## config.mk

```make
export PLATFORM = sky130hd
export DESIGN_NAME = twd_frame_master
export DESIGN_NICKNAME = d
export VERILOG_FILES = /design/src/rtl/twd_pkg.sv /design/src/rtl/twd_strobe.sv /design/src/rtl/twd_rx_pack.sv /design/src/rtl/twd_frame_master.sv
export SDC_FILE = /design/constraint.sdc
export NUM_CORES = 1
export LEC_CHECK = 0
export ABC_AREA = 0
export ABC_CLOCK_PERIOD_IN_PS = 12170
export CAP_MARGIN = 10
export CELL_PAD_IN_SITES_DETAIL_PLACEMENT = 0
export CELL_PAD_IN_SITES_GLOBAL_PLACEMENT = 2
export CORE_MARGIN = 4
export CORE_UTILIZATION = 32
export CTS_BUF_LIST = sky130_fd_sc_hd__clkbuf_16
export DETAILED_ROUTE_END_ITERATION = 12
export PLACE_DENSITY_LB_ADDON = 0.1
export SLEW_MARGIN = 40
export SYNTH_ARGS = -nofsm -noshare
export SYNTH_HDL_FRONTEND = slang
export SYNTH_SLANG_ARGS = --single-unit
```

## constraint.sdc

```tcl
create_clock -name clk -period 12.17 [get_ports clk]
set_clock_uncertainty 0.05 [all_clocks]
set_input_delay 3.0425 -clock clk [delete_from_list [all_inputs] [get_ports clk]]
set_output_delay 3.0425 -clock clk [all_outputs]
set_load 0.02 [all_outputs]
```

## src/rtl/twd_pkg.sv

```systemverilog
package twd_pkg;
  localparam int LEN_W  = 2;
  localparam int DATA_W = 8 << LEN_W;

  typedef enum logic [2:0] {
    OP_DRD = 3'd0,
    OP_DWR = 3'd1,
    OP_ARD = 3'd2,
    OP_AWR = 3'd3,
    OP_RST = 3'd4
  } op_e;

  typedef enum logic [3:0] {
    ST_IDLE, ST_RST, ST_START, ST_INS, ST_ADDR,
    ST_LEN, ST_WAIT, ST_DATA, ST_STOP, ST_DONE
  } fst_e;

  typedef enum logic [1:0] { PH_SU, PH_LO, PH_HI } ph_e;
endpackage

```

## src/rtl/twd_strobe.sv

```systemverilog
module twd_strobe #(
  parameter int CNT_W = 16
) (
  input  logic             clk,
  input  logic             rst_n,
  input  logic             run,
  input  logic [CNT_W-1:0] len_su,
  input  logic [CNT_W-1:0] len_lo,
  input  logic [CNT_W-1:0] len_hi,
  output logic             ck_low,
  output logic             fin
);
  import twd_pkg::*;

  ph_e              ph;
  logic [CNT_W-1:0] cnt;
  logic [CNT_W-1:0] cur;
  logic             last;

  function automatic logic [CNT_W-1:0] at_least1(input logic [CNT_W-1:0] v);
    return (v == '0) ? CNT_W'(1) : v;
  endfunction

  always_comb begin
    case (ph)
      PH_SU:   cur = at_least1(len_su);
      PH_LO:   cur = at_least1(len_lo);
      default: cur = at_least1(len_hi);
    endcase
    last = (cnt + CNT_W'(1)) >= cur;
  end

  always_ff @(posedge clk or negedge rst_n) begin
    if (!rst_n) begin
      ph  <= PH_SU;
      cnt <= '0;
    end else if (!run) begin
      ph  <= PH_SU;
      cnt <= '0;
    end else if (last) begin
      cnt <= '0;
      case (ph)
        PH_SU:   ph <= PH_LO;
        PH_LO:   ph <= PH_HI;
        default: ph <= PH_SU;
      endcase
    end else begin
      cnt <= cnt + CNT_W'(1);
    end
  end

  assign ck_low = run && (ph == PH_LO);
  assign fin    = run && (ph == PH_HI) && last;

  // a sample point is always followed by a fresh set-up phase
  p_fin_spaced_r9: assert property (@(posedge clk) disable iff (!rst_n)
    fin |=> !fin);
  // the clock only goes low after a set-up phase
  p_low_after_su_r9: assert property (@(posedge clk) disable iff (!rst_n)
    (run && $rose(ck_low)) |-> ($past(ph) == PH_SU));
endmodule

```

## src/rtl/twd_rx_pack.sv

```systemverilog
module twd_rx_pack #(
  parameter int DW = 32,
  localparam int IW = $clog2(DW)
) (
  input  logic          clk,
  input  logic          rst_n,
  input  logic          clr,
  input  logic          cap,
  input  logic [IW-1:0] idx,
  input  logic          bit_in,
  output logic [DW-1:0] data
);
  always_ff @(posedge clk or negedge rst_n) begin
    if (!rst_n)      data <= '0;
    else if (clr)    data <= '0;
    else if (cap)    data[idx] <= bit_in;
  end

  // a new request starts from an empty result word
  p_clear_r6: assert property (@(posedge clk) disable iff (!rst_n)
    (clr && !cap) |=> (data == '0));
endmodule

```

## src/rtl/twd_frame_master.sv

```systemverilog
module twd_frame_master #(
  parameter int ADDR_W = 8,
  parameter int CNT_W  = 16,
  parameter int WAIT_W = 16,
  localparam int DW    = twd_pkg::DATA_W,
  localparam int BC_W  = $clog2(DW)
) (
  input  logic              clk,
  input  logic              rst_n,
  input  logic              req_valid,
  output logic              req_ready,
  input  logic [2:0]        req_op,
  input  logic [ADDR_W-1:0] req_addr,
  input  logic [1:0]        req_len,
  input  logic [DW-1:0]     req_wdata,
  input  logic [CNT_W-1:0]  cfg_setup,
  input  logic [CNT_W-1:0]  cfg_low,
  input  logic [CNT_W-1:0]  cfg_high,
  input  logic [CNT_W-1:0]  cfg_rst_low,
  input  logic [CNT_W-1:0]  cfg_rst_high,
  input  logic [WAIT_W-1:0] cfg_wait_max,
  output logic              busy,
  output logic              rsp_valid,
  output logic [DW-1:0]     rsp_data,
  output logic              rsp_err,
  output logic              ck_o,
  output logic              ck_oe,
  output logic              dat_o,
  output logic              dat_oe,
  input  logic              dat_i
);
  import twd_pkg::*;

  fst_e              st;
  logic [1:0]        op;
  logic [DW-1:0]     addr_x;
  logic [1:0]        len;
  logic [DW-1:0]     wdata;
  logic [BC_W-1:0]   bcnt;
  logic [WAIT_W-1:0] wcnt;
  logic              err;

  logic              run, ck_low, fin, cap, take, bitv, drive;
  logic [BC_W:0]     flen;
  logic              fld_last;
  logic [CNT_W-1:0]  su_sel, lo_sel, hi_sel;
  logic [WAIT_W-1:0] wait_lim;
  logic              is_addr, is_wr;

  assign is_addr  = op[1];
  assign is_wr    = op[0];
  assign take     = req_valid && (st == ST_IDLE);
  assign wait_lim = (cfg_wait_max == '0) ? WAIT_W'(1) : cfg_wait_max;
  assign run      = (st != ST_IDLE) && (st != ST_DONE);

  always_comb begin
    su_sel = cfg_setup;
    lo_sel = cfg_low;
    hi_sel = cfg_high;
    if (st == ST_RST) begin
      su_sel = CNT_W'(1);
      lo_sel = cfg_rst_low;
      hi_sel = cfg_rst_high;
    end
  end

  twd_strobe #(.CNT_W(CNT_W)) u_strobe (
    .clk(clk), .rst_n(rst_n), .run(run),
    .len_su(su_sel), .len_lo(lo_sel), .len_hi(hi_sel),
    .ck_low(ck_low), .fin(fin)
  );

  always_comb begin
    case (st)
      ST_INS, ST_LEN: flen = (BC_W+1)'(2);
      ST_ADDR:        flen = (BC_W+1)'(ADDR_W);
      ST_DATA:        flen = (BC_W+1)'((32'(len) + 32'd1) * 32'd8);
      default:        flen = (BC_W+1)'(1);
    endcase
    fld_last = ({1'b0, bcnt} == (flen - (BC_W+1)'(1)));
  end

  always_comb begin
    drive = 1'b0;
    bitv  = 1'b0;
    case (st)
      ST_INS:  begin drive = 1'b1;  bitv = op[bcnt[0]];  end
      ST_LEN:  begin drive = 1'b1;  bitv = len[bcnt[0]]; end
      ST_ADDR: begin drive = !is_wr ? 1'b0 : 1'b1; bitv = addr_x[bcnt]; end
      ST_DATA: begin drive = is_wr; bitv = wdata[bcnt];  end
      default: ;
    endcase
  end

  assign dat_oe = drive;
  assign dat_o  = drive & bitv;
  assign cap    = fin && !is_wr && ((st == ST_ADDR) || (st == ST_DATA));

  twd_rx_pack #(.DW(DW)) u_pack (
    .clk(clk), .rst_n(rst_n), .clr(take), .cap(cap),
    .idx(bcnt), .bit_in(dat_i), .data(rsp_data)
  );

  always_ff @(posedge clk or negedge rst_n) begin
    if (!rst_n) begin
      st <= ST_IDLE; op <= '0; addr_x <= '0; len <= '0; wdata <= '0;
      bcnt <= '0; wcnt <= '0; err <= 1'b0;
    end else begin
      case (st)
        ST_IDLE: if (take) begin
          op     <= req_op[1:0];
          addr_x <= DW'(req_addr);
          len    <= req_len;
          wdata  <= req_wdata;
          bcnt   <= '0;
          wcnt   <= '0;
          err    <= 1'b0;
          st     <= req_op[2] ? ST_RST : ST_START;
        end
        ST_DONE: st <= ST_IDLE;
        default: if (fin) begin
          bcnt <= fld_last ? '0 : bcnt + BC_W'(1);
          case (st)
            ST_RST:   st <= ST_DONE;
            ST_START: begin st <= ST_INS; bcnt <= '0; end
            ST_INS:   if (fld_last) st <= is_addr ? ST_ADDR : ST_LEN;
            ST_ADDR:  if (fld_last) st <= ST_STOP;
            ST_LEN:   if (fld_last) begin
              st   <= is_wr ? ST_DATA : ST_WAIT;
              wcnt <= '0;
            end
            ST_DATA:  if (fld_last) begin
              st   <= is_wr ? ST_WAIT : ST_STOP;
              wcnt <= '0;
            end
            ST_WAIT: begin
              bcnt <= '0;
              if (dat_i) st <= is_wr ? ST_STOP : ST_DATA;
              else if ((wcnt + WAIT_W'(1)) >= wait_lim) begin
                st  <= ST_STOP;
                err <= 1'b1;
              end else wcnt <= wcnt + WAIT_W'(1);
            end
            default:  st <= ST_DONE;
          endcase
        end
      endcase
    end
  end

  assign busy      = (st != ST_IDLE);
  assign req_ready = (st == ST_IDLE);
  assign rsp_valid = (st == ST_DONE);
  assign rsp_err   = err;
  assign ck_oe     = (st != ST_IDLE);
  assign ck_o      = ~ck_low;

  // data pin value and ownership are frozen while the clock is low
  p_hold_low_r9: assert property (@(posedge clk) disable iff (!rst_n)
    (ck_oe && !ck_o && $past(ck_oe && !ck_o)) |-> ($stable(dat_o) && $stable(dat_oe)));
  // the target owns the pin during WAIT, START and STOP
  p_release_r4: assert property (@(posedge clk) disable iff (!rst_n)
    (st == ST_WAIT || st == ST_START || st == ST_STOP || st == ST_RST) |-> !dat_oe);
  // WAIT never runs past its limit
  p_wait_bound_r8: assert property (@(posedge clk) disable iff (!rst_n)
    (st == ST_WAIT) |-> (wcnt < wait_lim));
  // completion is a single pulse
  p_rsp_pulse_r11: assert property (@(posedge clk) disable iff (!rst_n)
    rsp_valid |=> !rsp_valid);
  // engine accepts again right after the pulse
  p_ready_after_r2: assert property (@(posedge clk) disable iff (!rst_n)
    rsp_valid |=> (req_ready && !busy));
  // while busy, no request is taken
  p_no_take_busy_r2: assert property (@(posedge clk) disable iff (!rst_n)
    (busy && !rsp_valid) |=> busy);
endmodule

```

---- Word-level counts from Yosys, hierarchy flattened ----
Index checks and enable logic that the tools add are counted.
operators by class
  magnitude comparators ................... 5
  add/subtract/negate cells ............... 5
  shifts and indexed selects .............. 0
  equal/unequal tests ..................... 23
  div/mod/pow operators ................... 0
  reduce and logical (&&, ||, !) cells .... 31
  multiply operators ...................... 0
  bitwise operators ....................... 3
  multiplexer cells ....................... 63
operators with widths
  cell                                                         count
  two-way mux 16 bit                                           14
  one-hot mux 16 bit (2 select lines)                          3
  zero test 16 bit                                             4
  two-way mux 32 bit                                           2
  two-way mux 4 bit                                            10
  adder 16 x 1 -> 16 bit (second input constant)               2
  bitwise mux 32 bit                                           1
  greater-or-equal comparator 16 bit                           2
  one-hot mux 4 bit (6 select lines)                           1
  two-way mux 5 bit                                            4
  != test 4 bit (second input constant)                        5
  one-hot mux 6 bit (3 select lines)                           1
  == test 4 x 3 -> 1 bit (second input constant)               4
  two-way mux 1 bit                                            15
  AND reduction 7 bit                                          2
  binary-select mux 1 bit (select 5 bit)                       2
  one-hot mux 5 bit (2 select lines)                           1
  == test 4 x 2 -> 1 bit (second input constant)               2
  logical AND 1 bit                                            8
  one-hot mux 4 bit (2 select lines)                           1
  nonzero test 2 bit                                           4
  == test 5 x 6 -> 1 bit                                       1
  less-than comparator 5 x 6 -> 1 bit (second input constant)  1
  two-way mux 2 bit                                            3
  other kinds (31)                                             37
storage, ports and cells
  memories ................................ 0
  logic and storage cells ................. 141
  latch bits .............................. 0
  register bits ........................... 120
  output and inout port bits .............. 40
  memory bits (writable) .................. 0
  input port bits ......................... 145
  ROM bits ................................ 0

---- Longest topological paths before layout ----
Gate-level depths: netlist of the first run.
  depth in word-level cells ............... 11
  depth in mapped cells ................... 19
  gate-level depth less buffers ........... 15

---- Modules after synthesis ----
Synthesis of the first run repeated with hierarchy kept, for this count alone.
unflattened totals
  cell total of the unflattened synthesis .. 808
  area, all modules ....................... 8245.4 µm²
by module, submodules not included
  module            area an instance (µm²)  cells each  sequential area each (µm²)  instances
  twd_frame_master  4943.5                  474         1751.7                      1
  twd_strobe        1700.4                  184         450.4                       1
  twd_rx_pack       1601.5                  150         800.8                       1

---- Worst setup path before layout of the first run ----
No wires, ideal clock.
  path kind ............................... in2reg
  start point ............................. input cfg_rst_low[7]
  end point ............................... register wcnt[10]
  data required time ...................... 11.995 ns
  arrival ................................. 6.347 ns
  setup time .............................. 0.125 ns
  stages .................................. 14
  setup slack ............................. 5.648 ns
  path buffers ............................ 0
  cell sequence ........................... or4_1 > nor4_1 > nand4_1 > o21ai_0 > a21boi_1 > a222oi_1 > ha_1 > and3_1 > a221o_1 > a221oi_4 > a21oi_2 > o221a_4 > o21ai_4 > mux2_4
on the way
  cells in the longest elaborated chain, start to end .. 8
ends and longest elaborated chain
  what                                     RTL line                 RTL
  from (decl)                              twd_frame_master.sv:19   input logic [CNT_W-1:0] cfg_rst_low,
  two-way mux 16 bit (*)                   twd_frame_master.sv:60   if (st == ST_RST) begin
  zero test 16 bit                         twd_strobe.sv:21         return (v == '0) ? CNT_W'(1) : v;
  two-way mux 16 bit (*)                   twd_strobe.sv:21
  one-hot mux 16 bit (2 select lines) (*)  twd_strobe.sv:25         case (ph)
  greater-or-equal comparator 16 bit (*)   twd_strobe.sv:30         last = (cnt + CNT_W'(1)) >= cur;
  logical AND 1 bit (*)                    twd_strobe.sv:53         assign fin = run && (ph == PH_HI) && last;
  nonzero test 2 bit (no line) (*)         -
  AND reduction 7 bit (no line) (*)        -
  to (signal assigned)                     twd_frame_master.sv:142  end else wcnt <= wcnt + WAIT_W'(1);
  to (decl)                                twd_frame_master.sv:40   logic [WAIT_W-1:0] wcnt;
Mark *: on every way between the ends. The rest lies on a longest branch, timed or not.
A chain may end at the register's enable or synchronous reset.

---- Worst setup path after layout of the first run ----
Same ends and word-level chain as after synthesis.

==> results of run 1 <==
-- sequential cells by signal (all words and copies together), names as in the netlist --
signal / cells
st: 4
u_strobe.cnt: 16
rsp_err: 1
addr_x: 8
len: 2
u_pack.data: 32
wdata: 32
op: 2
u_strobe.ph: 2
bcnt: 5
wcnt: 16
-- worst max-delay path by stage --
stage | from | to | slack (ns)
final | cfg_rst_low[7] | wcnt[10] | 4.94
after global routing | cfg_rst_low[7] | wcnt[12] | 4.68
after CTS | cfg_rst_low[7] | wcnt[10] | 4.93
after detailed placement | cfg_rst_low[7] | wcnt[10] | 4.50
after global placement | cfg_rst_low[7] | wcnt[11] | 4.67
after floorplan | cfg_rst_low[7] | wcnt[10] | 5.65
-- per-layer routing --
metal | track usage | vias to the layer above | wire length [µm]
li1 | - | 3684 | -
met4 | 0.0413 | 0 | 318
met5 | 0 | - | 0
met1 | 0.253 | 3458 | 12200
met3 | 0.0311 | 17 | 758
met2 | 0.306 | 137 | 12400
-- kinds of logic (layout without fill, tap and decap cells) --
family / Yosys count / after routing
AO/OA/AOI/OAI: 130 / 130
flip-flops: 120 / 120
AND/OR/NAND/NOR: 486 / 486
multiplexers: 61 / 61
adder cells (fa/ha/maj): 40 / 40
buffers and inverters: 89 / 258
XOR/XNOR: 33 / 33
-- power by group through the flow --
| stage | clock (mW) | combinational [mW] | sequential (mW) |
|---|---|---|---|
| after CTS | 0.488 | 0.158 | 0.422 |
| after global placement | 0 | 0.158 | 0.429 |
| final | 0.476 | 0.157 | 0.422 |
| after detailed placement | 0 | 0.158 | 0.428 |
| after global routing | 0.507 | 0.175 | 0.424 |
| after floorplan | 0 | 0.0732 | 0.425 |
-- final cells by class --
class | count | share of cell area
multi-input cells | 750 | 0.441
inverters | 34 | 0.0119
clock buffers | 17 | 0.0396
flip-flops and latches | 120 | 0.280
well taps | 324 | 0.0377
repair buffers | 193 | 0.179
clock inverters | 14 | 0.0118
-- critical path: stages --
cell and delay [ns]:
sky130_fd_sc_hd__clkdlybuf4s50_1 0.42, sky130_fd_sc_hd__or4_1 0.52, sky130_fd_sc_hd__nor4_1 0.22, sky130_fd_sc_hd__nand4_1 0.13, sky130_fd_sc_hd__o21ai_0 0.12, sky130_fd_sc_hd__a21boi_1 0.21
sky130_fd_sc_hd__a222oi_1 0.38, sky130_fd_sc_hd__ha_1 0.31, sky130_fd_sc_hd__and3_1 0.17, sky130_fd_sc_hd__a221o_1 0.39, sky130_fd_sc_hd__a221oi_4 0.31, sky130_fd_sc_hd__a21oi_2 0.09
sky130_fd_sc_hd__buf_4 0.25, sky130_fd_sc_hd__o221a_4 0.35, sky130_fd_sc_hd__o21ai_4 0.18, sky130_fd_sc_hd__mux2_4 0.34
-- stage by stage --
stage                     instances  hold WS, ns   util  setup WS [ns]  instance area (µm²)
after floorplan                 959        0.390      -           5.65                 8080
after global placement         1421        0.405  0.413           4.67                10200
after detailed placement       1421        0.409  0.413           4.50                10200
after CTS                      1452        0.422  0.436           4.93                10700
after global routing           1452        0.438  0.437           4.68                10700
final                          1452        0.419  0.437           4.94                10700
-- cells in the final DEF (no fill, tap or decap), types with 13 or more instances in the layout --
cell                              synthesis  layout
sky130_fd_sc_hd__ha_1                    40      40
sky130_fd_sc_hd__clkbuf_16                0      17
sky130_fd_sc_hd__xnor2_1                 23      23
sky130_fd_sc_hd__mux2i_1                 41      41
sky130_fd_sc_hd__nor2b_1                 13      13
sky130_fd_sc_hd__nand2_1                241     241
sky130_fd_sc_hd__a21oi_1                 32      32
sky130_fd_sc_hd__o21ai_0                 32      32
sky130_fd_sc_hd__nor4_1                  24      24
sky130_fd_sc_hd__nand4b_1                17      17
sky130_fd_sc_hd__nand3_1                 43      42
sky130_fd_sc_hd__nor3_1                  20      19
sky130_fd_sc_hd__nor2_1                  75      75
sky130_fd_sc_hd__inv_1                   33      33
sky130_fd_sc_hd__and3_1                  21      21
sky130_fd_sc_hd__clkdlybuf4s50_1          0     183
sky130_fd_sc_hd__dfrtp_1                120     120
==> impl_metrics.py, run 1 <==
metrics = {
    "cells_and_area": {
        "multi_input_area_um2": 4740,
        "drive_above_1_share": 0.0709,
        "synthesis_to_finish_area_growth_pct": 32.9,
        "finalNetCount": 1301,
        "layout.area.seq_um2": 3000,
        "antenna_cells": 0,
        "final.fill_count": 2509,
    },
    "placed_design": {
        "post_dp_hpwl_um": 18900,
        "buffer_ports.inserted": 184,
        "gp_congestion": 0.819,
    },
    "route": {
        "route.antenna.remaining_nets": 0,
        "route.detailed.drc": 0,
        "vias_per_instance": 5.02,
        "drtIter0Drc": 350,
        "routed_length_per_placed_instance_um": 17.7,
        "totalWireLength_um": 25700,
        "via_count": 7296,
        "drt_pre_antenna_iters": 7,
    },
    "timing": {
        "setup-tns-final_ns": 0,
        "rsz0062_at_grt": "no",
        "timing.slew.headroom": 0.447,
        "setup-violations-final": 0,
        "fmax_achieved_ghz": 0.138,
        "min_tclk_post_route_ns": 7.23,
        "number_of_hold_violations_in_the_final_report": 0,
        "worst-slew-pin-transition_ns": 0.828,
        "post-route-period-util": 0.594,
        "final-max-slew-violation-count": 0,
    },
    "power": {
        "switching_share": 0.266,
        "switching_power_uw": 281,
        "total_leakage_power_nw": 5.17,
        "sequential_share_of_power": 0.400,
        "design_power_total_mw": 1.06,
        "p_int_uw": 774,
        "p_per_area_nw_per_um2": 98.2,
        "pwr-share-clk": 0.451,
        "worst_ir_drop_vdd_mv": 0.0705,
        "power.combinational.fraction": 0.149,
    },
    "worst_setup_path": {
        "r2r_end": "wcnt[10]",
        "data_required_time_of_the_critical_path_ns": 12.42,
        "worstSetupStartpointType": "primary input",
        "critPathMaxFanout": 37,
        "critPathCaptureType": "flip-flop",
        "regToRegSetupSlack_ns": 7.14,
        "r2r_start": "st[0]",
        "setup.worst_path.class": "in -> reg",
        "worst_ep_arrival_time_ns": 7.47,
        "worst-r2r-cell-count": 15,
    },
    "synth": {
        "post-synth-top-area-cell": "sky130_fd_sc_hd__dfrtp_1",
        "yosys-top-cells-area": "sky130_fd_sc_hd__dfrtp_1, sky130_fd_sc_hd__nand2_1, sky130_fd_sc_hd__ha_1",
        "dominant_combinational_cell_family_by_area_after_synthesis": "simple AND/OR/NAND/NOR gates",
        "synth-main-ff-cell": "sky130_fd_sc_hd__dfrtp_1",
        "synth_compound_area_frac": 0.113,
        "synth.net_count": 1144,
        "post_synth_and_or_nand_nor_area_fraction": 0.276,
        "synth_cells": 959,
        "unique_masters_post_synth": 67,
        "synthesized_area_fraction_occupied_by_adder_cells": 0.0619,
        "synth_xor_area_frac": 0.0358,
        "synth_mux_area_frac": 0.0972,
        "synth_commonest_cells": "sky130_fd_sc_hd__nand2_1, sky130_fd_sc_hd__dfrtp_1, sky130_fd_sc_hd__nor2_1",
        "yosys_register_bits": 120,
        "synth-async-reset-ratio": 1.00,
        "seq_total_area_yosys": 0.372,
        "synth_enable_flop_cells": 0,
        "synthesis.area_per_instance_um2": 8.43,
        "synth_largest_type_area_fraction": 0.372,
        "yosysWarnings": 0,
        "synthMostInstantiatedCell": "sky130_fd_sc_hd__nand2_1",
        "netlist_area_um2": 8080,
    },
    "global_route": {
        "global_route.overflow_total": 0,
        "grt_pass1_vias": 7655,
        "grt_pass1_wl_um": 41600,
        "gr-usage-all-layers": 0.184,
        "grt_start_max_net_pins": 80,
        "antenna_found_initial": 0,
    },
    "cts": {
        "cts_inserted_buffers": 17,
        "post_cts.resized_instances": 0,
        "cts_setup_buffers": 0,
        "cts.root.buffer_cell": "sky130_fd_sc_hd__clkbuf_16",
        "ctsHoldBuffers": 0,
        "cts-htree-levels": 4,
        "cts.reportedPaths.clkPinSlew_ns": 0.06,
        "cts.sink_count": 120,
        "cts-root-to-sink-buffers": 2,
        "clk-insertion-delay-late_ns": 0.42,
        "cts_tree": "built",
    },
    "run": {
        "maxCapViolations": 0,
    },
    "die": {
        "die_x_um": 167,
        "die-area_um2": 27900,
        "coreArea_um2": 24600,
        "floorplan.io_pins": 185,
        "initial_utilization": 0.329,
        "floorplan.die.height_um": 167,
        "num_rows": 57,
    },
    "outcome": {
        "status": "complete, no violations",
    },
    "hold_path": {
        "worst_hold_path_type": "reg -> reg",
        "hold_path_startpoint": "wdata[6]",
        "hold_path_depth": 2,
        "worstHoldEndpoint": "wdata[6]",
    },
}
(Power assumes the default switching activity.)
==> run 2: changes to the inputs <==
Settings changed: ABC_CLOCK_PERIOD_IN_PS 12170 to 6800, CORE_UTILIZATION 32 to 30.
Clock period 12.17 ns to 6.8 ns, I/O delays scaled along.
==> impl_metrics.py, run 2 (synthesis results as in run 1) <==
metrics = {
    "route": {
        "route.antenna.remaining_nets": 0,
        "drt_pre_antenna_iters": 5,
        "vias_per_instance": 5.02,
        "route.detailed.drc": 0,
        "drtIter0Drc": 438,
        "via_count": 7366,
        "routed_length_per_placed_instance_um": 18.1,
        "totalWireLength_um": 26500,
    },
    "power": {
        "worst_ir_drop_vdd_mv": 0.128,
        "design_power_total_mw": 1.92,
        "p_per_area_nw_per_um2": 178,
        "total_leakage_power_nw": 5.18,
    },
    "placed_design": {
        "dpl_worst_slack_ns": 0.711,
        "gp_congestion": 0.806,
        "buffer_ports.inserted": 184,
        "post_dp_hpwl_um": 19600,
        "detailed_place.area_um2": 10200,
        "dpl.cell_count": 1433,
    },
    "cts": {
        "ctsHoldBuffers": 0,
        "clk-insertion-delay-late_ns": 0.42,
        "cts_tree": "built",
        "cts_inserted_buffers": 17,
        "cts_setup_buffers": 0,
        "cts.root.buffer_cell": "sky130_fd_sc_hd__clkbuf_16",
        "cts.reportedPaths.clkPinSlew_ns": 0.06,
        "post_cts.resized_instances": 0,
        "cts.sink_count": 120,
        "cts-root-to-sink-buffers": 2,
        "cts-htree-levels": 4,
    },
    "worst_setup_path": {
        "worst_ep_arrival_time_ns": 5.87,
        "r2r_start": "st[0]",
        "worstSetupStartpointType": "primary input",
        "worst-r2r-cell-count": 14,
        "r2r_end": "wcnt[4]",
        "timing.critical_path.slowest_cell_delay_ns": 0.52,
        "regToRegSetupSlack_ns": 1.91,
        "cp_top_family": "compound AO/OA/AOI/OAI gates",
        "setup.worst_path.class": "in -> reg",
        "cp_slowest_cell": "sky130_fd_sc_hd__or4_1",
        "critical_path.cell_chain": "clkdlybuf4s50_1 > or4_1 > nor4_1 > nand4_1 > o21ai_0 > a21boi_1 > a222oi_1 > ha_1 > and3_1 > a221o_1 > a221oi_4 > a21oi_2 > o221a_4 > o21ai_4 > mux2_4",
        "data_required_time_of_the_critical_path_ns": 7.04,
        "critPathBufInv": 1,
        "critPathMaxFanout": 9,
        "critPathCaptureType": "flip-flop",
    },
    "cells_and_area": {
        "drive_above_1_share": 0.0743,
        "final.fill_count": 2678,
        "largest_registers": "u_pack.data (32), wdata (32)",
        "layout.cells.most_common": "sky130_fd_sc_hd__nand2_1",
        "antenna_cells": 0,
        "synthesis_to_finish_area_growth_pct": 33.5,
        "most_used_cells_in_the_layout_excluding_fill_and_tap_cells": "sky130_fd_sc_hd__nand2_1, sky130_fd_sc_hd__clkdlybuf4s50_1, sky130_fd_sc_hd__dfrtp_1",
        "layout.area.seq_um2": 3000,
        "multi_input_area_um2": 4730,
        "finalNetCount": 1303,
        "utilization": 0.411,
        "final_cells": 1466,
        "final_cell_area_um2": 10800,
    },
    "hold_path": {
        "hold_path_startpoint": "wdata[23]",
        "worst_hold_path_type": "reg -> reg",
        "hold_path_depth": 2,
        "worstHoldEndpoint": "wdata[23]",
    },
    "timing": {
        "fin_ws_ns": 1.17,
        "min_tclk_post_route_ns": 5.63,
        "number_of_hold_violations_in_the_final_report": 0,
        "setup-violations-final": 0,
        "rsz0062_at_grt": "no",
        "worst-slew-pin-transition_ns": 0.867,
        "post-route-period-util": 0.828,
        "hold-worst-slack_ns": 0.419,
        "setup-tns-final_ns": 0,
        "timing.slew.headroom": 0.417,
        "fmax_achieved_ghz": 0.178,
        "final-max-slew-violation-count": 0,
    },
    "die": {
        "num_rows": 59,
        "die-area_um2": 29600,
        "initial_utilization": 0.308,
        "floorplan.io_pins": 185,
        "die_x_um": 172,
        "floorplan.die.height_um": 172,
        "coreArea_um2": 26300,
    },
    "global_route": {
        "gr-usage-all-layers": 0.181,
        "grt_start_max_net_pins": 78,
        "antenna_found_initial": 0,
        "grt_pass1_wl_um": 42100,
        "grt_pass1_vias": 7661,
        "global_route.overflow_total": 0,
    },
    "run": {
        "maxCapViolations": 0,
    },
    "outcome": {
        "status": "complete, no violations",
    },
}
[run 2: cell types whose count changed in the layout (fill, tap and decap cells not counted), sizes merged]
cell	before	now
buf	10	12
clkinv	10	5
clkinvlp	1	2
inv	36	41
[run 2: layout make-up]
type / instances / share of cell area
inverters: 34 / 0.0118
repair buffers: 195 / 0.180
multi-input cells: 750 / 0.439
well taps: 335 / 0.0388
flip-flops and latches: 120 / 0.278
clock buffers: 17 / 0.0394
clock inverters: 15 / 0.0133
[run 2: where the power goes]
group          internal (mW)  switching [mW]  total (mW)  leakage, nW
clock                  0.511           0.370       0.881        0.279
sequential             0.734          0.0200       0.754         1.63
combinational          0.148           0.135       0.283         3.28
[run 2: how the worst max path moves through the flow]
stage | startpoint | endpoint | slack (ns) | depth (start not counted)
finish | cfg_rst_low[7] | wcnt[4] | 1.17 | 15
global route | cfg_rst_low[7] | u_strobe.ph[0] | 0.80 | 15
CTS | cfg_rst_low[7] | wcnt[12] | 1.14 | 15
detailed placement | cfg_rst_low[7] | wcnt[4] | 0.71 | 15
global placement | cfg_rst_low[7] | wcnt[11] | 0.83 | 15
floorplan | cfg_rst_low[7] | wcnt[10] | 1.62 | 14
[run 2: routing by layer]
metal,global-route usage,up-vias,part of all wire
li1,-,3678,-
met1,0.247,3537,0.46
met2,0.306,132,0.49
met3,0.0272,19,0.031
met4,0.0427,0,0.011
met5,0,-,0
[run 2: worst min-delay path, stage by stage (launching register included)]
cell                      delay, ns
sky130_fd_sc_hd__dfrtp_1       0.34
sky130_fd_sc_hd__nand2_1       0.05
sky130_fd_sc_hd__nand2_1       0.05
